===== src/rtl/ucp_pkg.sv =====
package ucp_pkg;

    localparam int STEP_W = 2;

    typedef enum logic [3:0] {
        OP_SW   = 4'd0,  OP_AND  = 4'd1,  OP_SRL  = 4'd2,  OP_ADDI = 4'd3,
        OP_ORI  = 4'd4,  OP_NOR  = 4'd5,  OP_ANDI = 4'd6,  OP_SLL  = 4'd7,
        OP_OR   = 4'd8,  OP_ADD  = 4'd9,  OP_SUB  = 4'd10, OP_BNEQ = 4'd11,
        OP_BEQ  = 4'd12, OP_LW   = 4'd13, OP_J    = 4'd14, OP_SUBI = 4'd15
    } opcode_e;

    typedef enum logic [2:0] {
        ALU_ADD = 3'd0, ALU_SUB = 3'd1, ALU_AND = 3'd2, ALU_OR = 3'd3,
        ALU_NOR = 3'd4, ALU_SLL = 3'd5, ALU_SRL = 3'd6, ALU_PASS = 3'd7
    } alu_op_e;

    typedef struct packed {
        logic    reg_wr;
        logic    dst_rd;      // destination from bits 7:4 (else 11:8)
        logic    src_imm;
        alu_op_e alu;
        logic    mem_rd;
        logic    mem_wr;
        logic    jump;
        logic    br_eq;
        logic    br_ne;
        logic    last;
    } ctrl_word_t;

endpackage


===== src/rtl/ucp_rom.sv =====
module ucp_rom
    import ucp_pkg::*;
(
    input  logic [3:0]        opc,
    input  logic [STEP_W-1:0] step,
    output ctrl_word_t        cw
);
    // Build one execute word: register-writing three-register form
    function automatic ctrl_word_t rtype(input alu_op_e op);
        ctrl_word_t w;
        w = '0;
        w.reg_wr = 1'b1;
        w.dst_rd = 1'b1;
        w.alu    = op;
        w.last   = 1'b1;
        return w;
    endfunction

    function automatic ctrl_word_t itype(input alu_op_e op);
        ctrl_word_t w;
        w = '0;
        w.reg_wr  = 1'b1;
        w.src_imm = 1'b1;
        w.alu     = op;
        w.last    = 1'b1;
        return w;
    endfunction

    always_comb begin
        // unprogrammed entries: no-op that ends the instruction
        cw      = '0;
        cw.alu  = ALU_ADD;
        cw.last = 1'b1;
        if (step == STEP_W'(2)) begin
            case (opc)
                OP_AND:  cw = rtype(ALU_AND);
                OP_OR:   cw = rtype(ALU_OR);
                OP_NOR:  cw = rtype(ALU_NOR);
                OP_ADD:  cw = rtype(ALU_ADD);
                OP_SUB:  cw = rtype(ALU_SUB);
                OP_SLL:  cw = rtype(ALU_SLL);
                OP_SRL:  cw = rtype(ALU_SRL);
                OP_ADDI: cw = itype(ALU_ADD);
                OP_SUBI: cw = itype(ALU_SUB);
                OP_ANDI: cw = itype(ALU_AND);
                OP_ORI:  cw = itype(ALU_OR);
                OP_SW: begin
                    cw.src_imm = 1'b1;
                    cw.mem_wr  = 1'b1;
                end
                OP_LW: begin
                    cw.src_imm = 1'b1;
                    cw.mem_rd  = 1'b1;
                    cw.last    = 1'b0;
                end
                OP_BEQ: begin
                    cw.alu   = ALU_SUB;
                    cw.br_eq = 1'b1;
                end
                OP_BNEQ: begin
                    cw.alu   = ALU_SUB;
                    cw.br_ne = 1'b1;
                end
                OP_J:    cw.jump = 1'b1;
                default: ;
            endcase
        end else if (step == STEP_W'(3) && opc == OP_LW) begin
            cw        = itype(ALU_ADD);
            cw.mem_rd = 1'b1;
        end
    end
endmodule


===== src/rtl/ucp_fields.sv =====
module ucp_fields #(
    parameter int INSTR_W = 20,
    parameter int OPC_W   = 4,
    parameter int REG_W   = 4,
    parameter int IMM_W   = 8
) (
    input  logic [INSTR_W-1:0] ir,
    output logic [OPC_W-1:0]   opc,
    output logic [REG_W-1:0]   rs1,
    output logic [REG_W-1:0]   rs2,
    output logic [REG_W-1:0]   rd,
    output logic [REG_W-1:0]   sa,
    output logic [IMM_W-1:0]   imm8,
    output logic [IMM_W-1:0]   tgt,
    output logic               j_tail_nz
);
    localparam int BODY_TOP = INSTR_W - OPC_W - 1;
    localparam int RS2_TOP  = BODY_TOP - REG_W;

    always_comb begin
        opc       = ir[INSTR_W-1 -: OPC_W];
        rs1       = ir[BODY_TOP -: REG_W];
        rs2       = ir[RS2_TOP -: REG_W];
        rd        = ir[IMM_W-1 -: REG_W];
        sa        = ir[REG_W-1:0];
        imm8      = ir[IMM_W-1:0];
        tgt       = ir[BODY_TOP -: IMM_W];
        j_tail_nz = |ir[IMM_W-1:0];
    end
endmodule


===== src/rtl/ucp_ctrl_unit.sv =====
module ucp_ctrl_unit
    import ucp_pkg::*;
#(
    parameter int INSTR_W = 20,
    parameter int OPC_W   = 4,
    parameter int REG_W   = 4,
    parameter int IMM_W   = 8
) (
    input  logic               clk,
    input  logic               rst_n,
    input  logic [INSTR_W-1:0] instr,
    input  logic               alu_zero,
    output logic               ir_load,
    output logic [STEP_W-1:0]  ustep,
    output logic [REG_W-1:0]   rd_a,
    output logic [REG_W-1:0]   rd_b,
    output logic [REG_W-1:0]   shamt,
    output logic [IMM_W-1:0]   imm,
    output logic [IMM_W-1:0]   jump_target,
    output logic [REG_W-1:0]   wr_reg,
    output logic               reg_write,
    output logic               alu_src_imm,
    output logic [2:0]         alu_op,
    output logic               mem_rd,
    output logic               mem_wr,
    output logic               pc_load,
    output logic               pc_inc,
    output logic               branch
);
    localparam logic [STEP_W-1:0] ST_FETCH  = STEP_W'(0);
    localparam logic [STEP_W-1:0] ST_DECODE = STEP_W'(1);
    localparam logic [STEP_W-1:0] ST_EXEC   = STEP_W'(2);
    localparam logic [STEP_W-1:0] ST_SPARE  = STEP_W'(3);

    typedef struct packed {
        logic [INSTR_W-1:0] ir;
        logic [STEP_W-1:0]  step;
    } state_t;

    state_t st_d, st_q;

    logic [OPC_W-1:0] opc;
    logic [REG_W-1:0] rd_f;
    logic             j_tail_nz;
    ctrl_word_t       cw_rom, cw;
    logic             in_exec;

    ucp_fields #(
        .INSTR_W(INSTR_W), .OPC_W(OPC_W), .REG_W(REG_W), .IMM_W(IMM_W)
    ) u_fields (
        .ir(st_q.ir), .opc(opc), .rs1(rd_a), .rs2(rd_b), .rd(rd_f),
        .sa(shamt), .imm8(imm), .tgt(jump_target), .j_tail_nz(j_tail_nz)
    );

    ucp_rom u_rom (
        .opc(opc[3:0]), .step(st_q.step), .cw(cw_rom)
    );

    always_comb begin
        in_exec = (st_q.step == ST_EXEC) || (st_q.step == ST_SPARE);
        cw      = in_exec ? cw_rom : '0;

        st_d = st_q;
        case (st_q.step)
            ST_FETCH: begin
                st_d.ir   = instr;
                st_d.step = ST_DECODE;
            end
            ST_DECODE:
                st_d.step = (opc == OP_J && j_tail_nz) ? ST_SPARE : ST_EXEC;
            default:
                st_d.step = cw.last ? ST_FETCH : st_q.step + STEP_W'(1);
        endcase

        ir_load     = (st_q.step == ST_FETCH);
        ustep       = st_q.step;
        wr_reg      = cw.dst_rd ? rd_f : rd_b;
        reg_write   = cw.reg_wr && (wr_reg != '0);
        alu_src_imm = cw.src_imm;
        alu_op      = cw.alu;
        mem_rd      = cw.mem_rd;
        mem_wr      = cw.mem_wr;
        branch      = cw.br_eq | cw.br_ne;
        pc_load     = cw.jump | (cw.br_eq & alu_zero) | (cw.br_ne & ~alu_zero);
        pc_inc      = cw.last & ~pc_load;
    end

    always_ff @(posedge clk or negedge rst_n) begin
        if (!rst_n) begin
            st_q <= '0;
        end else begin
            st_q <= st_d;
        end
    end
endmodule


===== config.mk =====
export PLATFORM = sky130hd
export DESIGN_NAME = ucp_ctrl_unit
export DESIGN_NICKNAME = d
export VERILOG_FILES = /design/src/rtl/ucp_pkg.sv /design/src/rtl/ucp_rom.sv /design/src/rtl/ucp_fields.sv /design/src/rtl/ucp_ctrl_unit.sv
export SDC_FILE = /design/constraint.sdc
export NUM_CORES = 1
export LEC_CHECK = 0
export ABC_AREA = 1
export CAP_MARGIN = 30
export CORE_MARGIN = 5
export CORE_UTILIZATION = 25
export CTS_BUF_LIST = sky130_fd_sc_hd__clkbuf_16
export CTS_CLUSTER_DIAMETER = 150
export CTS_CLUSTER_SIZE = 14
export DETAILED_ROUTE_END_ITERATION = 16
export GPL_TIMING_DRIVEN = 0
export PLACE_DENSITY = 0.64
export SYNTH_ARGS = -nofsm -noshare
export SYNTH_HDL_FRONTEND = slang
export SYNTH_SLANG_ARGS = --single-unit

===== constraint.sdc =====
create_clock -name clk -period 4.8 [get_ports clk]
set_clock_uncertainty 0.2 [all_clocks]
set_input_delay 1.44 -clock clk [delete_from_list [all_inputs] [get_ports clk]]
set_output_delay 1.44 -clock clk [all_outputs]
set_load 0.1 [all_outputs]

# After elaboration in Yosys (flattened, before gate mapping)

Index checks and enable logic that the tools add are counted.

Register bits after elaboration: 22
Bits of input ports: 23
Word-level logic and storage cells: 59

Add/subtract/negate cells: 1
Eq/ne operators: 18
Muxes and demuxes: 16
Bitwise gates (word level): 8
Reductions and logical operators: 14

Operators by type and width:

| operator              | count |
|---|---|
| $mux W12              | 3 |
| $eq A4 B4 Y1 const B  | 8 |
| $pmux W3 S6           | 1 |
| $eq A4 B3 Y1 const B  | 4 |
| $eq A4 B2 Y1 const B  | 2 |
| $mux W1               | 8 |
| $pmux W2 S2           | 2 |
| $reduce_or A4 Y1      | 2 |
| $reduce_or A8 Y1      | 1 |
| $reduce_or A7 Y1      | 1 |
| $reduce_or A6 Y1      | 1 |
| $eq A2 B2 Y1 const B  | 2 |
| $eq A4 B1 Y1 const B  | 1 |
| $logic_not A4 Y1      | 1 |
| $mux W4               | 1 |
| $reduce_bool A4 Y1    | 1 |
| $reduce_or A2 Y1      | 2 |
| $and A1 B1 Y1         | 3 |
| $logic_and A1 B1 Y1   | 3 |
| $or A1 B1 Y1          | 3 |
| $add A2 B1 Y2 const B | 1 |
| $eq A2 B1 Y1 const B  | 1 |
| $logic_not A2 Y1      | 1 |
| $mux W2               | 1 |
| other kinds (2)       | 3 |

# Depth between registers and ports, before layout

Word-level depth: 10
Gate-level depth with buffers: 10

# Hierarchy

A second synthesis with hierarchy kept.

Cells, all modules: 218
Area, all modules: 1676.6 sq um

By module, submodules not included:

| module        | instances | cells each | area each (sq um) | sequential area each (sq um) |
|---|---|---|---|---|
| ucp_ctrl_unit | 1         | 114        | 1126.1            | 550.5 |
| ucp_fields    | 1         | 51         | 326.6             | 0.0 |
| ucp_rom       | 1         | 53         | 224.0             | 0.0 |

# Worst setup path after synthesis

OpenSTA, ideal clock, no wires.

Path type: register -> output
Start: register st_q (netlist bit ustep[1])
End: output alu_op[0]
Arrival time: 6169 ps
Setup slack: -3009 ps
Cell stages (with the launch flop): 4
Cells stage by stage: dfrtp_1 -> ha_1 -> inv_1 -> a2111oi_0

Word-level cells in the longest chain between the ends: 3
Elaborated cells on any way between the ends: 5

Ends and longest elaborated chain:

| element                                        | RTL line                           | RTL |
|---|---|---|
| start: declaration                             | ucp_ctrl_unit.sv:40                | `state_t st_d, st_q;` |
| start signal: assignment                       | ucp_ctrl_unit.sv:92                | `st_q <= st_d;` |
| $eq A2 B2 Y1 (on tied branches)                | ucp_rom.sv:34, ucp_ctrl_unit.sv:60 |  |
| $mux W12 or $logic_or A1 B1 Y1 (tied branches) | ucp_rom.sv:34, ucp_ctrl_unit.sv:60 |  |
| $mux W12 (*)                                   | ucp_ctrl_unit.sv:61                | `cw = in_exec ? cw_rom : '0;` |
| end: declaration                               | ucp_ctrl_unit.sv:23                | `output logic [2:0] alu_op,` |

Every way passes the cells marked *; elsewhere a longest branch is shown, timed or not.

# Worst setup path in the final report

Start: input alu_zero
End: output pc_inc

Word-level cells in the longest chain between the ends: 5
Elaborated cells on any way between the ends: 7

Ends and longest elaborated chain:

| element                                       | RTL line            | RTL |
|---|---|---|
| start: declaration                            | ucp_ctrl_unit.sv:12 | `input logic alu_zero,` |
| $and A1 B1 Y1 or $not A1 Y1 (tied branches)   | ucp_ctrl_unit.sv:84 | `pc_load = cw.jump \| (cw.br_eq & alu_zero) \| (cw.br_ne & ~alu_zero);` |
| $or A1 B1 Y1 or $and A1 B1 Y1 (tied branches) | ucp_ctrl_unit.sv:84 |  |
| $or A1 B1 Y1 (*)                              | ucp_ctrl_unit.sv:84 |  |
| $not A1 Y1 (*)                                | ucp_ctrl_unit.sv:85 | `pc_inc = cw.last & ~pc_load;` |
| $and A1 B1 Y1 (*)                             | ucp_ctrl_unit.sv:85 |  |
| end: declaration                              | ucp_ctrl_unit.sv:27 | `output logic pc_inc,` |

Marks and branches as above.

==> impl_summary.md <==
Status
The run finished with clean final reports.

STA
In the finished design, the share of the clock period the worst path needs comes to a little under 100%. For the pin with the worst max-slew slack, the measured transition is between 900 and 1000 ps. Setup repair after global routing left no endpoint under its margin. The hold violation total from the final report is 0. Setup violations remaining at the end of the flow were counted as 0.

The worst slew slack as a fraction of its limit is 33.7%. The final critical path time including I/O delays and setup is 4670 ps. The number of pins exceeding their max-slew limit in the final report came to 0. Derived from the worst setup path, the maximum achievable clock frequency is 214 MHz.

Finish
The number of fillers in the final layout is 515. The post-route netlist has 17.9% of its cells at a drive strength greater than 1. Relative to the synthesized area, the layout overhead comes to 64.7%. 0 antenna diodes ended up in the layout. The final instance count without filler cells is 310.

The final net count is 269.

Floorplan
The floorplan die height is 83.2 um. The total area inside the core boundary comes to 5170 sq um. The die area is 6930 sq um. The number of I/O pins is 68.

The number of core rows is 26. From left edge to right edge, the die measures between 80 and 90 um. For this configuration, the core starts out at a cell density of 25.9%.

GRT
The pin count of the biggest net entering global routing is 13. The number of antenna violations at the first check in global routing is 0. Summed over all layers, the global routing overflow is 0.

Global routing consumed, over all layers together, 11.6% of the routing resources. The number of global-route vias before repair is 1327. The first global-routing pass estimated 6660 um of wire.

Worst setup path
The worst register-to-register path has a depth of 5. The cell type of the slowest stage on the worst timing path is sky130_fd_sc_hd__dlygate4sd2_1. The worst-case register-to-register setup slack is 2850 ps. Walking the worst path, the cells encountered are clkdlybuf4s50_1 -> nand4_1 -> o211ai_1 -> nor2_1 -> dlygate4sd2_1. Data on the critical path arrives at its endpoint at 3030 ps. The start of the worst register-to-register path is ustep[0]. The class of the most critical setup path is input pin to output port. Data on the critical path is required at its endpoint by 3160 ps. The endpoint identified for the worst register-to-register timing path is st_q[5].

The delay of the slowest cell on the worst path is 860 ps. In this run the worst path has a maximum fanout of 2. STA classifies the critical path startpoint as an input pin. The critical path capture point type is an output port.

Yosys
The flip-flop and latch count after synthesis is 22. After technology mapping, the gate count stands at 169. After synthesis the cells add up to 1340 sq um.

The warning count from the yosys run is 0. The net count after synthesis is slightly below 200. Yosys mapped the design onto 25 distinct sky130hd cell types.

Of the synthesized area, sequential elements account for between 40% and 50%. In this run the mean area of a mapped cell was 7.94 sq um.

Clock tree
The total clock sinks is 22. In this run the number of H-tree levels came out at 1. The longest clock path from root to sink contains 2 buffers. After clock tree synthesis, the clock-pin slew on the worst setup and hold paths is approximately 50 ps.

The TritonCTS clock tree is done. Once the clock tree was built, the setup fixing pass inserted 0 buffers. The insertion delay to the later sink of the worst-skew pair is 250 ps. In this run, CTS created clock tree buffers numbering 3.

For this design, the CTS-stage hold fixing added 0 buffers. The clock tree root buffer cell is sky130_fd_sc_hd__clkbuf_16.

Placed design
The count of buffers added on input and output ports is between 60 and 70. The total placed cells including tap cells is 307. The placed wire-length estimate after detailed placement is 3230 um. At the end of routability-driven placement, the weighted congestion stood at 0.799.

Drt
The first routing iteration left 59 violations. In this run the remaining antenna-violating nets after routing total 0. The residual DRC count is 0. Dividing the detail-routed wire length by the instance count gives 12.7 um. The detailed-route via count is about 1300. The first-pass iteration count of the detailed router is 4. The via density per instance is approximately 4.2. The wire length reported by the detailed router is between 3000 and 4000 um.

Hold path
The worst hold path belongs to the class flop to flop. For hold timing, the worst endpoint is ustep[1]. The startpoint identified for the worst hold timing path is ustep[1]. Along the worst hold path, the cell count comes to 1.

Flow run
The reported max-cap violation count is 0.
[flip-flops by register name, indices dropped and copies added (netlist names)]
register,count
ustep,2
st_q,20
[repair_timing]
action | in CTS | in global routing
setup endpoints to repair | 2 | 0
gates resized for setup | 2 | 0
endpoints found under the hold margin | 0 | 0
[final cells by class]
| class | count | area, sq um | area share, % |
|---|---|---|---|
| Tap cell | 70 | 87.6 | 3.96 |
| Inverter | 23 | 86.3 | 3.91 |
| Multi-Input combinational cell | 106 | 606 | 27.4 |
| Timing Repair Buffer | 68 | 683 | 30.9 |
| Buffer | 18 | 119 | 5.38 |
| Sequential cell | 22 | 553 | 25.0 |
| Clock buffer | 3 | 75.1 | 3.40 |
[kinds of logic after synthesis]
family	share of synthesized area, %
muxes	6.72
adders and majority gates	3.73
buffers and inverters	15.3
and+or+nand+nor	21.9
AOI/OAI and AO/OA	11.3
DFF	41.0
[critical path: cells and delay by family]
kind / cells / cell delay [ps]
buf+inv: 2 / 1280
simple gates: 2 / 200
compound gates: 1 / 110
[stage by stage]
step	cell area (sq um)	utilization, %	setup WS, ps	setup TNS (ps)	hold WS, ps
6_report	2210	42.7	127	0	329
2_1_floorplan	1360	-	-815	-815	400
3_3_place_gp	2120	41.0	-166	-332	315
3_5_place_dp	2140	41.3	-182	-351	321
5_1_grt	2210	42.7	34.9	0	373
4_1_cts	2210	42.7	110	0	330
[metal layers]
layer	part of all wire, %	up-vias	global-route usage (%)
met5	0	-	0
met4	0.41	0	1.78
met3	8.0	2	4.16
met2	49	43	19.6
met1	43	594	14.3
li1	-	678	-
[cell usage after synthesis]
master,number,area [sq um]
sky130_fd_sc_hd__a21oi_2,1,8.76
sky130_fd_sc_hd__o21ai_1,1,5.00
sky130_fd_sc_hd__o21ai_0,13,65.1
sky130_fd_sc_hd__o211ai_1,1,7.51
sky130_fd_sc_hd__inv_2,3,11.3
sky130_fd_sc_hd__nand2_1,36,135
sky130_fd_sc_hd__nand3_2,1,10.0
sky130_fd_sc_hd__o31ai_1,1,7.51
sky130_fd_sc_hd__nand4_1,1,6.26
sky130_fd_sc_hd__a21oi_1,4,20.0
sky130_fd_sc_hd__a31oi_1,3,18.8
sky130_fd_sc_hd__buf_4,13,97.6
sky130_fd_sc_hd__o211a_1,1,10.0
sky130_fd_sc_hd__a2111oi_0,1,8.76
sky130_fd_sc_hd__nand3_1,9,45.0
sky130_fd_sc_hd__nand2_2,5,31.3
sky130_fd_sc_hd__nor4_1,2,12.5
sky130_fd_sc_hd__nor3_1,1,5.00
sky130_fd_sc_hd__inv_1,20,75.1
sky130_fd_sc_hd__ha_1,4,50.1
sky130_fd_sc_hd__buf_2,2,10.0
sky130_fd_sc_hd__dfrtp_1,22,551
sky130_fd_sc_hd__mux2_2,8,90.1
sky130_fd_sc_hd__nor2_1,13,48.8
sky130_fd_sc_hd__clkbuf_1,3,11.3
[how the worst max path moves through the flow]
| stage | start | to |
|---|---|---|
| 4_1_cts | alu_zero | pc_inc |
| 5_1_grt | alu_zero | pc_inc |
| 6_report | alu_zero | pc_inc |
| 3_5_place_dp | alu_zero | pc_inc |
| 3_3_place_gp | alu_zero | pc_load |
| 2_1_floorplan | alu_zero | pc_inc |
[layout by cell type, fill, tap and decap left out]
cell type                         instances
sky130_fd_sc_hd__nand3_1                  9
sky130_fd_sc_hd__mux2_2                   8
sky130_fd_sc_hd__o31ai_2                  1
sky130_fd_sc_hd__buf_4                   13
sky130_fd_sc_hd__inv_2                    3
sky130_fd_sc_hd__a21oi_1                  4
sky130_fd_sc_hd__inv_1                   20
sky130_fd_sc_hd__nand3_2                  1
sky130_fd_sc_hd__clkdlybuf4s50_1         65
sky130_fd_sc_hd__nand2_2                  5
sky130_fd_sc_hd__o211ai_1                 1
sky130_fd_sc_hd__buf_8                    1
sky130_fd_sc_hd__ha_1                     4
sky130_fd_sc_hd__o21ai_0                 13
sky130_fd_sc_hd__clkbuf_16                3
sky130_fd_sc_hd__buf_2                    2
sky130_fd_sc_hd__nor4_1                   2
sky130_fd_sc_hd__o21ai_1                  1
sky130_fd_sc_hd__a31oi_2                  1
sky130_fd_sc_hd__a31oi_1                  2
sky130_fd_sc_hd__nand4_1                  1
sky130_fd_sc_hd__dfrtp_2                  2
sky130_fd_sc_hd__a2111oi_2                1
sky130_fd_sc_hd__a21oi_2                  1
sky130_fd_sc_hd__o211a_1                  1
sky130_fd_sc_hd__nor3_1                   1
sky130_fd_sc_hd__clkbuf_1                 3
sky130_fd_sc_hd__nor2_1                  12
sky130_fd_sc_hd__nor2_2                   1
sky130_fd_sc_hd__dfrtp_1                 20
sky130_fd_sc_hd__nand2_1                 36
sky130_fd_sc_hd__dlygate4sd2_1            2
Power is left out: the tool's default activity adds up to more than one toggle a clock period on the data nets, which glitch-free logic cannot reach.
